==> src/rtl/acc_core_pkg.sv <==
package acc_core_pkg;

    localparam int OPC_W = 4;

    localparam logic [OPC_W-1:0] OPC_LD_DIR = 4'd1;
    localparam logic [OPC_W-1:0] OPC_STORE  = 4'd2;
    localparam logic [OPC_W-1:0] OPC_LD_IND = 4'd3;
    localparam logic [OPC_W-1:0] OPC_LD_IDX = 4'd4;
    localparam logic [OPC_W-1:0] OPC_INCR   = 4'd5;
    localparam logic [OPC_W-1:0] OPC_JUMP   = 4'd6;
    localparam logic [OPC_W-1:0] OPC_STOP   = 4'd7;
    localparam logic [OPC_W-1:0] OPC_SET_IX = 4'd8;

    typedef enum logic [3:0] {
        ST_F_MAR,
        ST_F_INC,
        ST_F_MDR,
        ST_F_CIR,
        ST_EXEC,
        ST_PTR_RD,
        ST_PTR_WT,
        ST_OPD_RD,
        ST_OPD_WT,
        ST_HALT
    } state_e;

    typedef enum logic [2:0] {
        K_LD_DIR,
        K_STORE,
        K_LD_IND,
        K_LD_IDX,
        K_INCR,
        K_JUMP,
        K_SET_IX,
        K_STOP
    } kind_e;

endpackage

==> src/rtl/acc_core_decode.sv <==
module acc_core_decode
    import acc_core_pkg::*;
(
    input  logic [OPC_W-1:0] opc_i,
    output kind_e            kind_o
);

    always_comb begin
        unique case (opc_i)
            OPC_LD_DIR: kind_o = K_LD_DIR;
            OPC_STORE:  kind_o = K_STORE;
            OPC_LD_IND: kind_o = K_LD_IND;
            OPC_LD_IDX: kind_o = K_LD_IDX;
            OPC_INCR:   kind_o = K_INCR;
            OPC_JUMP:   kind_o = K_JUMP;
            OPC_SET_IX: kind_o = K_SET_IX;
            default:    kind_o = K_STOP;   // stop opcode and all undefined codes
        endcase
    end

endmodule

==> src/rtl/acc_core_agen.sv <==
module acc_core_agen #(
    parameter int ADDR_W = 12
) (
    input  logic [ADDR_W-1:0] base_i,
    input  logic [ADDR_W-1:0] idx_i,
    input  logic              use_idx_i,
    output logic [ADDR_W-1:0] ea_o
);

    logic [ADDR_W-1:0] offset;

    always_comb begin
        offset = use_idx_i ? idx_i : '0;
        ea_o   = base_i + offset;   // wraps modulo 2^ADDR_W
    end

endmodule

==> src/rtl/acc_core.sv <==
module acc_core
    import acc_core_pkg::*;
#(
    parameter int ADDR_W = 12,
    parameter int DATA_W = 16
) (
    input  logic              clk,
    input  logic              rst_n,
    output logic [ADDR_W-1:0] mem_addr,
    output logic              mem_rd,
    output logic              mem_wr,
    output logic [DATA_W-1:0] mem_wdata,
    input  logic [DATA_W-1:0] mem_rdata,
    output logic              halted,
    output logic [DATA_W-1:0] acc_out,
    output logic [ADDR_W-1:0] pc_out
);

    localparam int OPC_LSB = DATA_W - OPC_W;

    typedef struct packed {
        state_e            st;
        logic [ADDR_W-1:0] pc;
        logic [ADDR_W-1:0] mar;
        logic [ADDR_W-1:0] idx;
        logic [DATA_W-1:0] mdr;
        logic [DATA_W-1:0] cir;
        logic [DATA_W-1:0] acc;
    } core_t;

    core_t q, d;

    logic [OPC_W-1:0]  opc;
    logic [ADDR_W-1:0] operand;
    logic [ADDR_W-1:0] ea;
    kind_e             kind;

    assign opc     = q.cir[DATA_W-1:OPC_LSB];
    assign operand = q.cir[ADDR_W-1:0];

    acc_core_decode u_dec (
        .opc_i  (opc),
        .kind_o (kind)
    );

    acc_core_agen #(.ADDR_W(ADDR_W)) u_agen (
        .base_i    (operand),
        .idx_i     (q.idx),
        .use_idx_i (kind == K_LD_IDX),
        .ea_o      (ea)
    );

    always_comb begin
        d         = q;
        mem_rd    = 1'b0;
        mem_wr    = 1'b0;
        mem_addr  = q.mar;
        mem_wdata = q.acc;
        unique case (q.st)
            ST_F_MAR: begin
                d.mar = q.pc;
                d.st  = ST_F_INC;
            end
            ST_F_INC: begin
                d.pc   = q.pc + 1'b1;
                mem_rd = 1'b1;
                d.st   = ST_F_MDR;
            end
            ST_F_MDR: begin
                d.mdr = mem_rdata;
                d.st  = ST_F_CIR;
            end
            ST_F_CIR: begin
                d.cir = q.mdr;
                d.st  = ST_EXEC;
            end
            ST_EXEC: begin
                d.st = ST_F_MAR;
                unique case (kind)
                    K_LD_DIR, K_LD_IDX: begin
                        d.mar = ea;
                        d.st  = ST_OPD_RD;
                    end
                    K_LD_IND: begin
                        d.mar = operand;
                        d.st  = ST_PTR_RD;
                    end
                    K_STORE: begin
                        mem_wr   = 1'b1;
                        mem_addr = operand;
                    end
                    K_INCR:   d.acc = q.acc + 1'b1;
                    K_JUMP:   d.pc  = operand;
                    K_SET_IX: d.idx = operand;
                    default:  d.st  = ST_HALT;
                endcase
            end
            ST_PTR_RD: begin
                mem_rd = 1'b1;
                d.st   = ST_PTR_WT;
            end
            ST_PTR_WT: begin
                d.mdr = mem_rdata;
                d.mar = mem_rdata[ADDR_W-1:0];
                d.st  = ST_OPD_RD;
            end
            ST_OPD_RD: begin
                mem_rd = 1'b1;
                d.st   = ST_OPD_WT;
            end
            ST_OPD_WT: begin
                d.mdr = mem_rdata;
                d.acc = mem_rdata;
                d.st  = ST_F_MAR;
            end
            ST_HALT: d.st = ST_HALT;
            default: d.st = ST_HALT;
        endcase
    end

    always_ff @(posedge clk or negedge rst_n) begin
        if (!rst_n) q <= '0;
        else        q <= d;
    end

    assign halted  = (q.st == ST_HALT);
    assign acc_out = q.acc;
    assign pc_out  = q.pc;


    fetch_addr_chk: assert property (@(posedge clk) disable iff (!rst_n)
        (q.st == ST_F_INC) |-> (mem_rd && mem_addr == q.pc));


    pc_step_chk: assert property (@(posedge clk) disable iff (!rst_n)
        (q.st == ST_F_INC) |=> ((q.pc - $past(q.pc)) == ADDR_W'(1)));


    incr_wrap_chk: assert property (@(posedge clk) disable iff (!rst_n)
        (q.st == ST_EXEC && kind == K_INCR) |=> ((q.acc - $past(q.acc)) == DATA_W'(1)));


    store_data_chk: assert property (@(posedge clk) disable iff (!rst_n)
        mem_wr |-> (!mem_rd && mem_wdata == q.acc && q.st == ST_EXEC));


    load_capture_chk: assert property (@(posedge clk) disable iff (!rst_n)
        (q.st == ST_OPD_WT) |=> (q.acc == $past(mem_rdata)));


    halt_quiet_chk: assert property (@(posedge clk) disable iff (!rst_n)
        halted |-> (!mem_rd && !mem_wr));


    halt_hold_chk: assert property (@(posedge clk) disable iff (!rst_n)
        halted |=> (halted && $stable(q.pc) && $stable(q.acc)));

endmodule

==> config.mk <==
export PLATFORM = sky130hd
export DESIGN_NAME = acc_core
export DESIGN_NICKNAME = d
export VERILOG_FILES = /design/src/rtl/acc_core_pkg.sv /design/src/rtl/acc_core_decode.sv /design/src/rtl/acc_core_agen.sv /design/src/rtl/acc_core.sv
export SDC_FILE = /design/constraint.sdc
export NUM_CORES = 1
export LEC_CHECK = 0
export ABC_AREA = 1
export BUFFER_PORTS_ARGS = -buffer_cell sky130_fd_sc_hd__buf_2
export CELL_PAD_IN_SITES_DETAIL_PLACEMENT = 1
export CELL_PAD_IN_SITES_GLOBAL_PLACEMENT = 1
export CORE_ASPECT_RATIO = 2
export CORE_MARGIN = 4
export CORE_UTILIZATION = 45
export CTS_CLUSTER_SIZE = 14
export DETAILED_ROUTE_END_ITERATION = 16
export PLACE_DENSITY_LB_ADDON = 0.05
export SLEW_MARGIN = 20
export SYNTH_ARGS = -nofsm -noshare
export SYNTH_HDL_FRONTEND = slang
export SYNTH_HIERARCHICAL = 1
export SYNTH_SLANG_ARGS = --single-unit
==> constraint.sdc <==
create_clock -name clk -period 7.2 [get_ports clk]
set_input_delay 0.36 -clock clk [delete_from_list [all_inputs] [get_ports clk]]
set_output_delay 0.36 -clock clk [all_outputs]
set_load 0.05 [all_outputs]
==> key figures, run 1 <==
Run status
  – Run status: finished clean

Place
  – GP Congestion: 0.928
  – Hpwl dp: approximately 16 mm
  – Placed Cells: 1046
  – Post-DP Area: approximately 6100 µm²
  – I/O Buffers: 76

Power and ir drop
  – Switch share: between 50% and 60%
  – Combinational power share: between 50 and 60%
  – Pwr/cell area: 542 nW/µm²
  – Leakage power total: about 0.0035 µW
  – Clock share of power: 15.1%
  – Sequential cell fraction of total power: 28.3%
  – Max VDD drop: 0.000324 V
  – Power Internal: approximately 1500 µW
  – Total net switching power: 1950 µW
  – Pwr Total: between 3000 and 4000 µW

Global route
  – Total global-route track usage: 27.2%
  – Initial antenna violation count: 0
  – Largest net degree at the start of global routing: 66
  – First-pass GRT wire length: 31.6 mm
  – Gr ovfl total: 0
  – Number of global-route vias before repair: approximately 6.3k

Synthesis
  – Mapped Area: 5970 µm²
  – Register bit total from synthesis: 88
  – Ys async rst share: 100%
  – Syn Nets: 919
  – Largest area contributor in the netlist: dfrtp_1
  – Post-synthesis average cell area: 6.74 µm²
  – Post-synth EDFFs: 0
  – Largest cells by area after synthesis: dfrtp_1, nand2_1, nand3_1
  – Synth warn: 6
  – Syn Inst Count: between 800 and 900
  – Seq/Total Area, Yosys: 36.9%
  – Yosys cell types: 36
  – Post-synth top flop: dfrtp_1
  – Post-synth top area share: 36.9%

Clock tree
  – Clk pin slew, worst setup/hold paths: 70 ps
  – Clk_lat worst skew: around 340 ps
  – Depth of the CTS H-tree: 3
  – CTS tree: done
  – Number of CTS-inserted buffers: 9
  – Sink Count: 88
  – Root buffer cell: clkbuf_16
  – Deepest clock path buffer count: 2

STA
  – Final Hold Fails: 0
  – Fin. max-slew vios: 0
  – Rel. slew slack: 35.3%
  – Post-route minimum period: 3340 ps
  – Final worst path period share: 46.4%
  – Worst slew pin tran: ~970 ps
  – Setup violators final: 0
  – Fin Clk Skew: 12.3 ps
  – Setup_tns: 0 ps
  – RSZ-0062 raised after global routing: false
  – Max Fclk: 300 MHz

Cells and area
  – FILL cells: 1795
  – FF+latch area: 2200 µm²
  – Proportion of layout cells with a drive suffix above 1: 13.3%
  – Fin area: 6430 µm²
  – Number of nets in the layout: 938
  – Area grow syn2layout: 7.60%
  – ANT cells: 0
  – Post-Layout Cell Count: 1063
  – Multi-input logic area: slightly below 3000 µm²

Drt
  – Iter 0 DRT Violations: 186
  – Post-DR vias/cell: between 5 and 6
  – DR DRC count: 0
  – Via count: 5777
  – Antenna Nets Post-Route: 0
  – Avg WL per Cell: 18.7 µm
  – Total Wirelength: 19.9 mm
  – First-pass iteration count of the detailed router: 4

Setup path
  – Critical Path AT: 3570 ps
  – Worst-path fanout max: 12
  – Worst Path Required: roughly 7400 ps
  – CP Launch Type: register
  – Worst setup EP type: register
  – Crit Path Class: register to register

Hold path
  – Hold Crit Class: input port to register

Flow run
  – Max cap viols: 0

Die
  – Die area: approximately 15000 µm²
  – Chip Height: 171 µm
  – I/O pins: 77
  – Core area: roughly 13000 µm²
  – Initial core utilization: 46.0%
  – Die width: 89.5 µm
  – FP Rows: 59
-- layout by cell type (no fill, tap or decap), types with 6 or more instances in the layout --
cell type  count
nand4_1       10
nand2_1      305
nand2_2        6
a21oi_1       19
nand3_1       75
xor2_1         7
clkbuf_16      9
dfrtp_1       88
o21ai_0       67
ha_1          13
inv_1         98
o21ai_1       17
inv_2          6
nor2_1        73
buf_2         75
-- metrics by stage --
stage	utilization (%)	setup WS, ps	hold slack (ps)
2_1_floorplan	-	4450	64.4
4_1_cts	49.4	3850	239
3_3_place_gp	46.8	3990	276
5_1_grt	49.5	3520	258
6_report	49.5	3860	245
3_5_place_dp	46.8	3880	282
-- power by group through the flow --
stage          clock [µW]  combinational, µW  sequential, µW
3_5_place_dp            0               1980             993
6_report              525               1980             986
5_1_grt               557               2180            1020
4_1_cts               533               1990             987
3_3_place_gp            0               1930             977
2_1_floorplan           0               1700             897
-- metal layers --
metal  global-route usage (%)  routed length, µm
met2                     50.3              10900
met1                     27.7               7080
met4                     15.7               1230
met5                        0                  0
met3                     3.90                601
-- cell type report --
type	instances	share of cell area, %
inverters	105	6.17
clock inverters	6	1.42
multi-input cells	623	45.1
repair buffers	79	6.34
flip-flops and latches	88	34.3
clock buffers	10	3.72
well taps	152	2.96
-- path summary, 6_finish.rpt --
path	from	cells after the start	slack (ps)	endpoint
worst max-delay path	opc[0]$_DFFE_PN0P_	18	3860	q[70]$_DFFE_PN0P_
worst min-delay path	mem_rdata[15]	3	240	q[47]$_DFFE_PN0P_
worst max register to register	opc[0]$_DFFE_PN0P_	18	3860	q[70]$_DFFE_PN0P_
worst min register to register	q[48]$_DFFE_PN0P_	2	500	q[48]$_DFFE_PN0P_
max in group asynchronous	rst_n	3	5550	q[35]$_DFFE_PN0P_
min in group asynchronous	rst_n	2	460	q[58]$_DFFE_PN0P_
-- synth_stat cells (2+ instances only) --
cell type	n
buf_6	2
nor2_2	3
a21oi_1	19
nand3_1	76
buf_4	48
ha_1	13
inv_1	98
nand4_1	10
o21bai_1	2
nor2_1	73
nand2_1	305
buf_2	13
nand3b_1	3
nand2_2	6
nor3_1	3
or2_2	3
dfrtp_1	88
xnor2_1	3
inv_2	6
o21ai_0	67
xor2_1	7
o21ai_1	17
o211ai_1	2
nand3_2	2
clkbuf_1	7
-- logic make-up (layout without fill, tap and decap cells) --
logic type	after synthesis	count (layout)	synth area share (%)
simple gates	489	489	34.4
fa+ha+maj	14	14	3.06
compound gates	110	110	9.55
flops	88	88	36.9
xor+xnor	10	10	1.47
buf+inv	176	200	14.7
-- flip-flops by register name, indices dropped and copies added (netlist names) --
name     cells
pc_out      12
opc          4
q           44
acc_out     16
operand     12
-- worst max-delay path, cell delays in order (launching register included) --
cell      delay (ps)
dfrtp_1          430
o21ai_2          170
a21boi_0         580
nor3_1           130
buf_4            220
nand2_1           80
inv_1             40
ha_1             360
nand2_1          170
nor2_1           200
nand3_1          180
nand4_1          150
nand2_1           60
nand2_1           60
o21ai_0          120
nand2_1          120
nand2_1           50
nand2_1           50
nand2_1           50
-- repair_timing --
| action | in CTS | in global routing |
|---|---|---|
| endpoints found under the hold margin | 23 | 0 |
| hold buffers | 1 | 0 |
| resized for setup | 0 | 0 |
| setup buffers | 0 | 0 |
Note: power is estimated with default switching activity, not from simulation.
==> run 2, diff against run 1 <==
CORE_UTILIZATION = 38   (was 45)
clock period = 3 ns   (was 7.2 ns; I/O delays follow)
==> key figures, run 2 (same netlist as run 1, synthesis figures left out) <==
Cells and area
  – Post-Layout Cell Count: 1123 (was 1063)
  – Commonest non-fill, non-tap cell in the layout: nand2_1 (unchanged)
  – Largest Register: q (unchanged)
  – Area grow syn2layout: 12.6% (was 7.60%)
  – Number of nets in the layout: 952 (was 938)
  – Commonest non-fill, non-tap cells in the layout: nand2_1, inv_1, dfrtp_1, buf_2, nand3_1 (was nand2_1, inv_1, dfrtp_1, nand3_1, buf_2)
  – Core Util, Final: 43.8% (was 49.5%)
  – FILL cells: 2049 (was 1795)
  – ANT cells: 0 (unchanged)
  – Max reg flops: 44 (unchanged)
  – Proportion of layout cells with a drive suffix above 1: 17.3% (was 13.3%)

STA
  – Worst slew pin tran: 651 ps (was 968 ps)
  – Final worst path period share: 94.9% (was 46.4%)
  – Max Fclk: 351 MHz (was 300 MHz)
  – Rel. slew slack: 56.5% (was 35.3%)
  – Final Hold Fails: 0 (unchanged)
  – Post-route minimum period: 2850 ps (was 3340 ps)
  – PnR worst setup slack: 152 ps (was 3860 ps)
  – RSZ-0062 raised after global routing: true (was false)
  – Fin Clk Skew: 11.5 ps (was 12.3 ps)
  – Setup violators final: 0 (unchanged)
  – Fin. max-slew vios: 0 (unchanged)

Drt
  – First-pass iteration count of the detailed router: 4 (unchanged)
  – Via count: 5777 (unchanged)
  – Antenna Nets Post-Route: 0 (unchanged)
  – DR DRC count: 0 (unchanged)
  – Post-DR vias/cell: 5.14 (was 5.43)
  – Avg WL per Cell: 18.1 µm (was 18.7 µm)
  – Total Wirelength: 20.3 mm (was 19.9 mm)
  – Iter 0 DRT Violations: 166 (was 186)

Clock tree
  – CTS tree: done (unchanged)
  – Deepest clock path buffer count: 2 (unchanged)
  – Depth of the CTS H-tree: 3 (unchanged)
  – Clk pin slew, worst setup/hold paths: 70 ps (about the same)
  – Number of CTS-inserted buffers: 9 (unchanged)
  – Root buffer cell: clkbuf_16 (unchanged)
  – Clk_lat worst skew: 350 ps (was 340 ps)
  – Sink Count: 88 (unchanged)

Place
  – Placement Setup Slack: -29.3 ps (was 3880 ps)
  – Placed Cells: 1104 (was 1046)
  – GP Congestion: 0.886 (was 0.928)
  – I/O Buffers: 76 (unchanged)
  – Hpwl dp: 16.1 mm (was 15.6 mm)

Global route
  – Met2 Resource Use GR: 43.7% (was 50.3%)
  – Number of global-route vias before repair: 6165 (was 6267)
  – First-pass GRT wire length: 31.9 mm (was 31.6 mm)
  – Met1 Usage GRT: 22.9% (was 27.7%)
  – GRT busiest layer: met2 (unchanged)
  – Largest net degree at the start of global routing: 48 (was 66)
  – M3 GR Usage: 3.32% (was 3.90%)
  – Gr ovfl total: 0 (unchanged)
  – Total global-route track usage: 22.7% (was 27.2%)
  – Initial antenna violation count: 0 (unchanged)

Power and ir drop
  – Max VDD drop: 0.000631 V (was 0.000324 V)
  – Leakage power total: 0.00359 µW (was 0.00353 µW)
  – Total net switching power: 4790 µW (was 1950 µW)
  – Sequential cell fraction of total power: 27.4% (was 28.3%)
  – Power Internal: 3880 µW (was 1540 µW)
  – Pwr/cell area: 1290 nW/µm² (was 542 nW/µm²)
  – Clock share of power: 14.3% (was 15.1%)
  – Combinational power share: 58.3% (was 56.7%)
  – Switch share: 55.3% (was 55.9%)

Hold path
  – Hold Crit Class: input port to register (unchanged)
  – Min-delay src: mem_rdata[15] (unchanged)

Die
  – Initial core utilization: 38.9% (was 46.0%)
  – FP Rows: 64 (was 59)
  – Chip Height: 185 µm (was 171 µm)
  – I/O pins: 77 (unchanged)
  – Die width: 96.7 µm (was 89.5 µm)
  – Core area: 15400 µm² (was 13000 µm²)
  – Die area: 17900 µm² (was 15300 µm²)

Setup path
  – Worst setup EP type: register (unchanged)
  – Crit Path Class: register to register (unchanged)
  – Worst Path Required: 3280 ps (was 7430 ps)
  – Worst r2r src: opc[0]$_DFFE_PN0P_ (unchanged)
  – Setup crit start: opc[0]$_DFFE_PN0P_ (unchanged)
  – Worst-path fanout max: 6 (was 12)
  – Reg2reg setup slack: 150 ps (was 3860 ps)
  – Critical Path AT: 3130 ps (was 3570 ps)
  – CP Launch Type: register (unchanged)

Flow run
  – Max cap viols: 0 (unchanged)

Run status
  – Run status: finished clean (unchanged)
run 2: cell types whose count changed in the layout (fill, tap and decap cells not counted), moves of 5 or more:
cell	before	now
nand2_1	305	300
nand2_2	6	11
buf_4	3	15
ha_1	13	5
ha_4	0	6
run 2: per-layer routing:
metal | wire (µm) | vias to the layer above
met5 | 0 | -
met2 | 11100 | 106
met1 | 7550 | 2809
li1 | - | 2815
met4 | 1080 | 0
met3 | 586 | 47
run 2: per-stage QoR:
stage	total power, µW	hold WS (ps)	cell area (µm²)	setup TNS, ps
global placement	7110	217	6230	0
floorplan	6220	-146	5970	0
global route	9330	36.1	6730	-103
detailed placement	7260	215	6230	-29.3
finish	8670	27.0	6730	0
CTS	8530	16.1	6570	0
run 2: final timing paths:
kind	endpoint	cells past startpoint
setup / recovery	q[66]$_DFFE_PN0P_	20
hold / removal	q[47]$_DFFE_PN0P_	3
setup reg to reg	q[66]$_DFFE_PN0P_	20
hold reg to reg	q[57]$_DFFE_PN0P_	2
max in group asynchronous	q[56]$_DFFE_PN0P_	3
min in group asynchronous	q[55]$_DFFE_PN0P_	2
run 2: power by group through the flow:
stage	clock network (µW)	registers [µW]	logic (µW)
2_1_floorplan	0	2150	4070
3_3_place_gp	0	2330	4780
3_5_place_dp	0	2370	4890
4_1_cts	1260	2350	4910
5_1_grt	1310	2470	5560
6_report	1240	2370	5060
run 2: worst max-delay path, stage by stage, from the launching register on:
cell and delay (ps):
dfrtp_2 440, inv_1 80, nand2_1 50, nand2_1 100
nand2_1 70, nand3_1 100, nand2_2 60, inv_1 120
nor3_4 60, buf_6 150, nand2_1 50, inv_1 40
ha_1 210, fa_2 420, nand2_1 110, nand3_2 90
xor2_2 260, nand2_1 80, o21ai_0 80, nand2_1 70
a21oi_1 140
run 2: what timing repair did:
item	4_1_cts	5_1_grt
resized for setup	1	37
setup endpoints to repair	1	9
hold buffers	1	0
hold endpoints to repair	45	0
gates cloned	0	1
pin swaps	0	3
setup buffers	0	1
run 2: layout make-up:
class / count / area, µm² / share of cell area (%)
sequential: 88 / 2210 / 32.8
tap: 198 / 248 / 3.68
clock buffer: 9 / 225 / 3.35
timing repair buffer: 93 / 520 / 7.74
inverter: 105 / 397 / 5.90
clock inverter: 7 / 96.3 / 1.43
multi-input combinational: 623 / 3040 / 45.1
==> run 3, diff against run 2 <==
clock period = 2.46 ns   (was 3 ns; I/O delays follow)
==> key figures, run 3 (same netlist as run 1, synthesis figures left out) <==
Run status
  – Run status: finished, violations left (was finished clean)
  – Violated checks: hold timing, setup timing

STA
  – RSZ-0062 raised after global routing: true (unchanged)
  – Final worst path period share: 109% (was 94.9%)
  – PnR worst setup slack: -232 ps (was 152 ps)
  – Setup violators final: 10 (was 0)
  – Hold Slack: -1.86 ps (was 27.0 ps)
  – Worst slew pin tran: 580 ps (was 651 ps)
  – Fin Clk Skew: 8.64 ps (was 11.5 ps)
  – Max Fclk: 371 MHz (was 351 MHz)
  – Rel. slew slack: 61.4% (was 56.5%)
  – Final Hold Fails: 1 (was 0)
  – Fin. max-slew vios: 0 (unchanged)
  – Post-route minimum period: 2690 ps (was 2850 ps)
  – Setup_tns: -1600 ps (was 0 ps)

Die
  – Core area: 15400 µm² (unchanged)
  – Initial core utilization: 38.9% (unchanged)
  – Die area: 17900 µm² (unchanged)
  – FP Rows: 64 (unchanged)
  – I/O pins: 77 (unchanged)
  – Die width: 96.7 µm (unchanged)
  – Chip Height: 185 µm (unchanged)

Clock tree
  – Deepest clock path buffer count: 2 (unchanged)
  – Depth of the CTS H-tree: 3 (unchanged)
  – Number of CTS-inserted buffers: 9 (unchanged)
  – Clk_lat worst skew: 350 ps (about the same)
  – Sink Count: 88 (unchanged)
  – Clk pin slew, worst setup/hold paths: 60 ps (was 70 ps)
  – CTS tree: done (unchanged)
  – Root buffer cell: clkbuf_16 (unchanged)

Setup path
  – Critical Path AT: 2970 ps (was 3130 ps)
  – Worst-case reg-to-reg path depth: 24 (was 20)
  – Worst Path Required: 2740 ps (was 3280 ps)
  – Worst r2r src: opc[0]$_DFFE_PN0P_ (unchanged)
  – CP Launch Type: register (unchanged)
  – Crit Path Class: register to register (unchanged)
  – Reg2reg setup slack: -230 ps (was 150 ps)
  – R2r endpoint: q[71]$_DFFE_PN0P_ (was q[66]$_DFFE_PN0P_)
  – Setup crit start: opc[0]$_DFFE_PN0P_ (unchanged)
  – End point of the critical path: q[71]$_DFFE_PN0P_ (was q[66]$_DFFE_PN0P_)
  – Worst setup EP type: register (unchanged)
  – Worst-path fanout max: 6 (unchanged)

Power and ir drop
  – Max VDD drop: 0.000709 V (was 0.000631 V)
  – Sequential cell fraction of total power: 25.0% (was 27.4%)
  – Clock share of power: 13.2% (was 14.3%)
  – Total net switching power: 6340 µW (was 4790 µW)
  – Switch share: 54.1% (was 55.3%)
  – Pwr Total: 11700 µW (was 8670 µW)
  – Power Internal: 5390 µW (was 3880 µW)
  – Combinational power share: 61.7% (was 58.3%)
  – Leakage power total: 0.00394 µW (was 0.00359 µW)
  – Pwr/cell area: 1560 nW/µm² (was 1290 nW/µm²)

Cells and area
  – Area grow syn2layout: 25.9% (was 12.6%)
  – FILL cells: 1999 (was 2049)
  – Proportion of layout cells with a drive suffix above 1: 28.3% (was 17.3%)
  – Number of nets in the layout: 989 (was 952)
  – Post-Layout Cell Count: 1160 (was 1123)
  – Commonest non-fill, non-tap cells in the layout: nand2_1, dfrtp_1, inv_1, nand3_1, nor2_1 (was nand2_1, inv_1, dfrtp_1, buf_2, nand3_1)
  – Commonest non-fill, non-tap cell in the layout: nand2_1 (unchanged)
  – Max reg flops: 44 (unchanged)
  – ANT cells: 0 (unchanged)
  – Largest Register: q (unchanged)

Global route
  – GRT busiest layer: met2 (unchanged)
  – Total global-route track usage: 24.6% (was 22.7%)
  – Gr ovfl total: 0 (unchanged)
  – M3 GR Usage: 2.83% (was 3.32%)
  – Met1 Usage GRT: 23.4% (was 22.9%)
  – Initial antenna violation count: 0 (unchanged)
  – Largest net degree at the start of global routing: 42 (was 48)
  – Met2 Resource Use GR: 49.4% (was 43.7%)
  – First-pass GRT wire length: 34.5 mm (was 31.9 mm)
  – Number of global-route vias before repair: 6581 (was 6165)

Flow run
  – Max cap viols: 0 (unchanged)

Place
  – GP Congestion: 0.894 (was 0.886)
  – I/O Buffers: 76 (unchanged)
  – Placed Cells: 1132 (was 1104)
  – Hpwl dp: 16.8 mm (was 16.1 mm)

Drt
  – Iter 0 DRT Violations: 207 (was 166)
  – Post-DR vias/cell: 5.24 (was 5.14)
  – Via count: 6081 (was 5777)
  – Total Wirelength: 22.2 mm (was 20.3 mm)
  – Avg WL per Cell: 19.1 µm (was 18.1 µm)
  – DR DRC count: 0 (unchanged)
  – First-pass iteration count of the detailed router: 4 (unchanged)
  – Antenna Nets Post-Route: 0 (unchanged)

Hold path
  – Hold Crit Class: input port to register (unchanged)
  – Hold Path Depth: 3 (unchanged)
## run 3: changes by cell type in the layout (fill, tap and decap cells not counted), sizes merged
cell      change
buf          +36
clkbuf        +3
clkinv        -1
clkinvlp      -2
nand2         +1
## run 3: cell type report
cell class,count,area [µm²],area share [%]
sequential,88,2200,29.3
multi-input combinational,624,3420,45.5
tap,198,248,3.29
clock buffer,12,256,3.41
clock inverter,4,76.3,1.01
timing repair buffer,129,911,12.1
inverter,105,402,5.34
## run 3: layer usage
metal | part of all wire (%) | up-vias
met5 | 0 | -
met1 | 34 | 2980
li1 | - | 2897
met4 | 6.0 | 0
met2 | 57 | 140
met3 | 3.0 | 64
## run 3: through the flow
step	hold slack (ps)	area (µm²)	utilization, %	worst slack (ps)
floorplan	-173	5990	-	-66.1
global placement	151	6460	42.0	-292
detailed placement	154	6460	42.0	-487
CTS	0.0257	7200	46.8	-276
global route	29.5	7520	48.9	-405
finish	-1.86	7520	48.9	-232
## run 3: power by group through the flow
stage	Sequential [µW]	Clock, µW	Combinational (µW)
after detailed placement	2890	0	6280
after global routing	3050	1630	7870
final	2940	1550	7240
after global placement	2850	0	6120
after floorplan	2620	0	5000
after CTS	2920	1580	6830
## run 3: worst max-delay path, cell delays in order (launching register included)
cell	delay, ps
dfrtp_2	450
inv_2	80
nand2_2	70
nand2_2	80
nand2_1	50
nand3_1	70
nand2_1	80
inv_2	90
nor3_4	50
buf_6	150
nand2_2	60
inv_2	40
ha_4	290
nand2_2	70
buf_6	130
nor2_4	120
buf_6	120
nand3_4	80
nand3_2	80
nand2_1	40
nand2_1	60
nand2_1	50
o21ai_1	80
nand2_1	80
a21oi_2	150
## run 3: repair_timing
| action | CTS | global route |
|---|---|---|
| pin swaps | 25 | 28 |
| hold buffers | 1 | 0 |
| gates cloned | 1 | 1 |
| setup endpoints to repair | 24 | 24 |
| buffers inserted | 6 | 3 |
| gates resized for setup | 96 | 76 |
| endpoints found under the hold margin | 39 | 0 |
## run 3: worst min-delay path by stage
stage | startpoint | to | slack (ps)
final | mem_rdata[15] | q[47]$_DFFE_PN0P_ | -2
after global routing | mem_rdata[15] | q[47]$_DFFE_PN0P_ | 30
after CTS | mem_rdata[15] | q[47]$_DFFE_PN0P_ | 0.03
after detailed placement | rst_n | acc_out[1]$_DFFE_PN0P_ | 150
after global placement | rst_n | acc_out[1]$_DFFE_PN0P_ | 150
after floorplan | rst_n | acc_out[0]$_DFFE_PN0P_ | -170
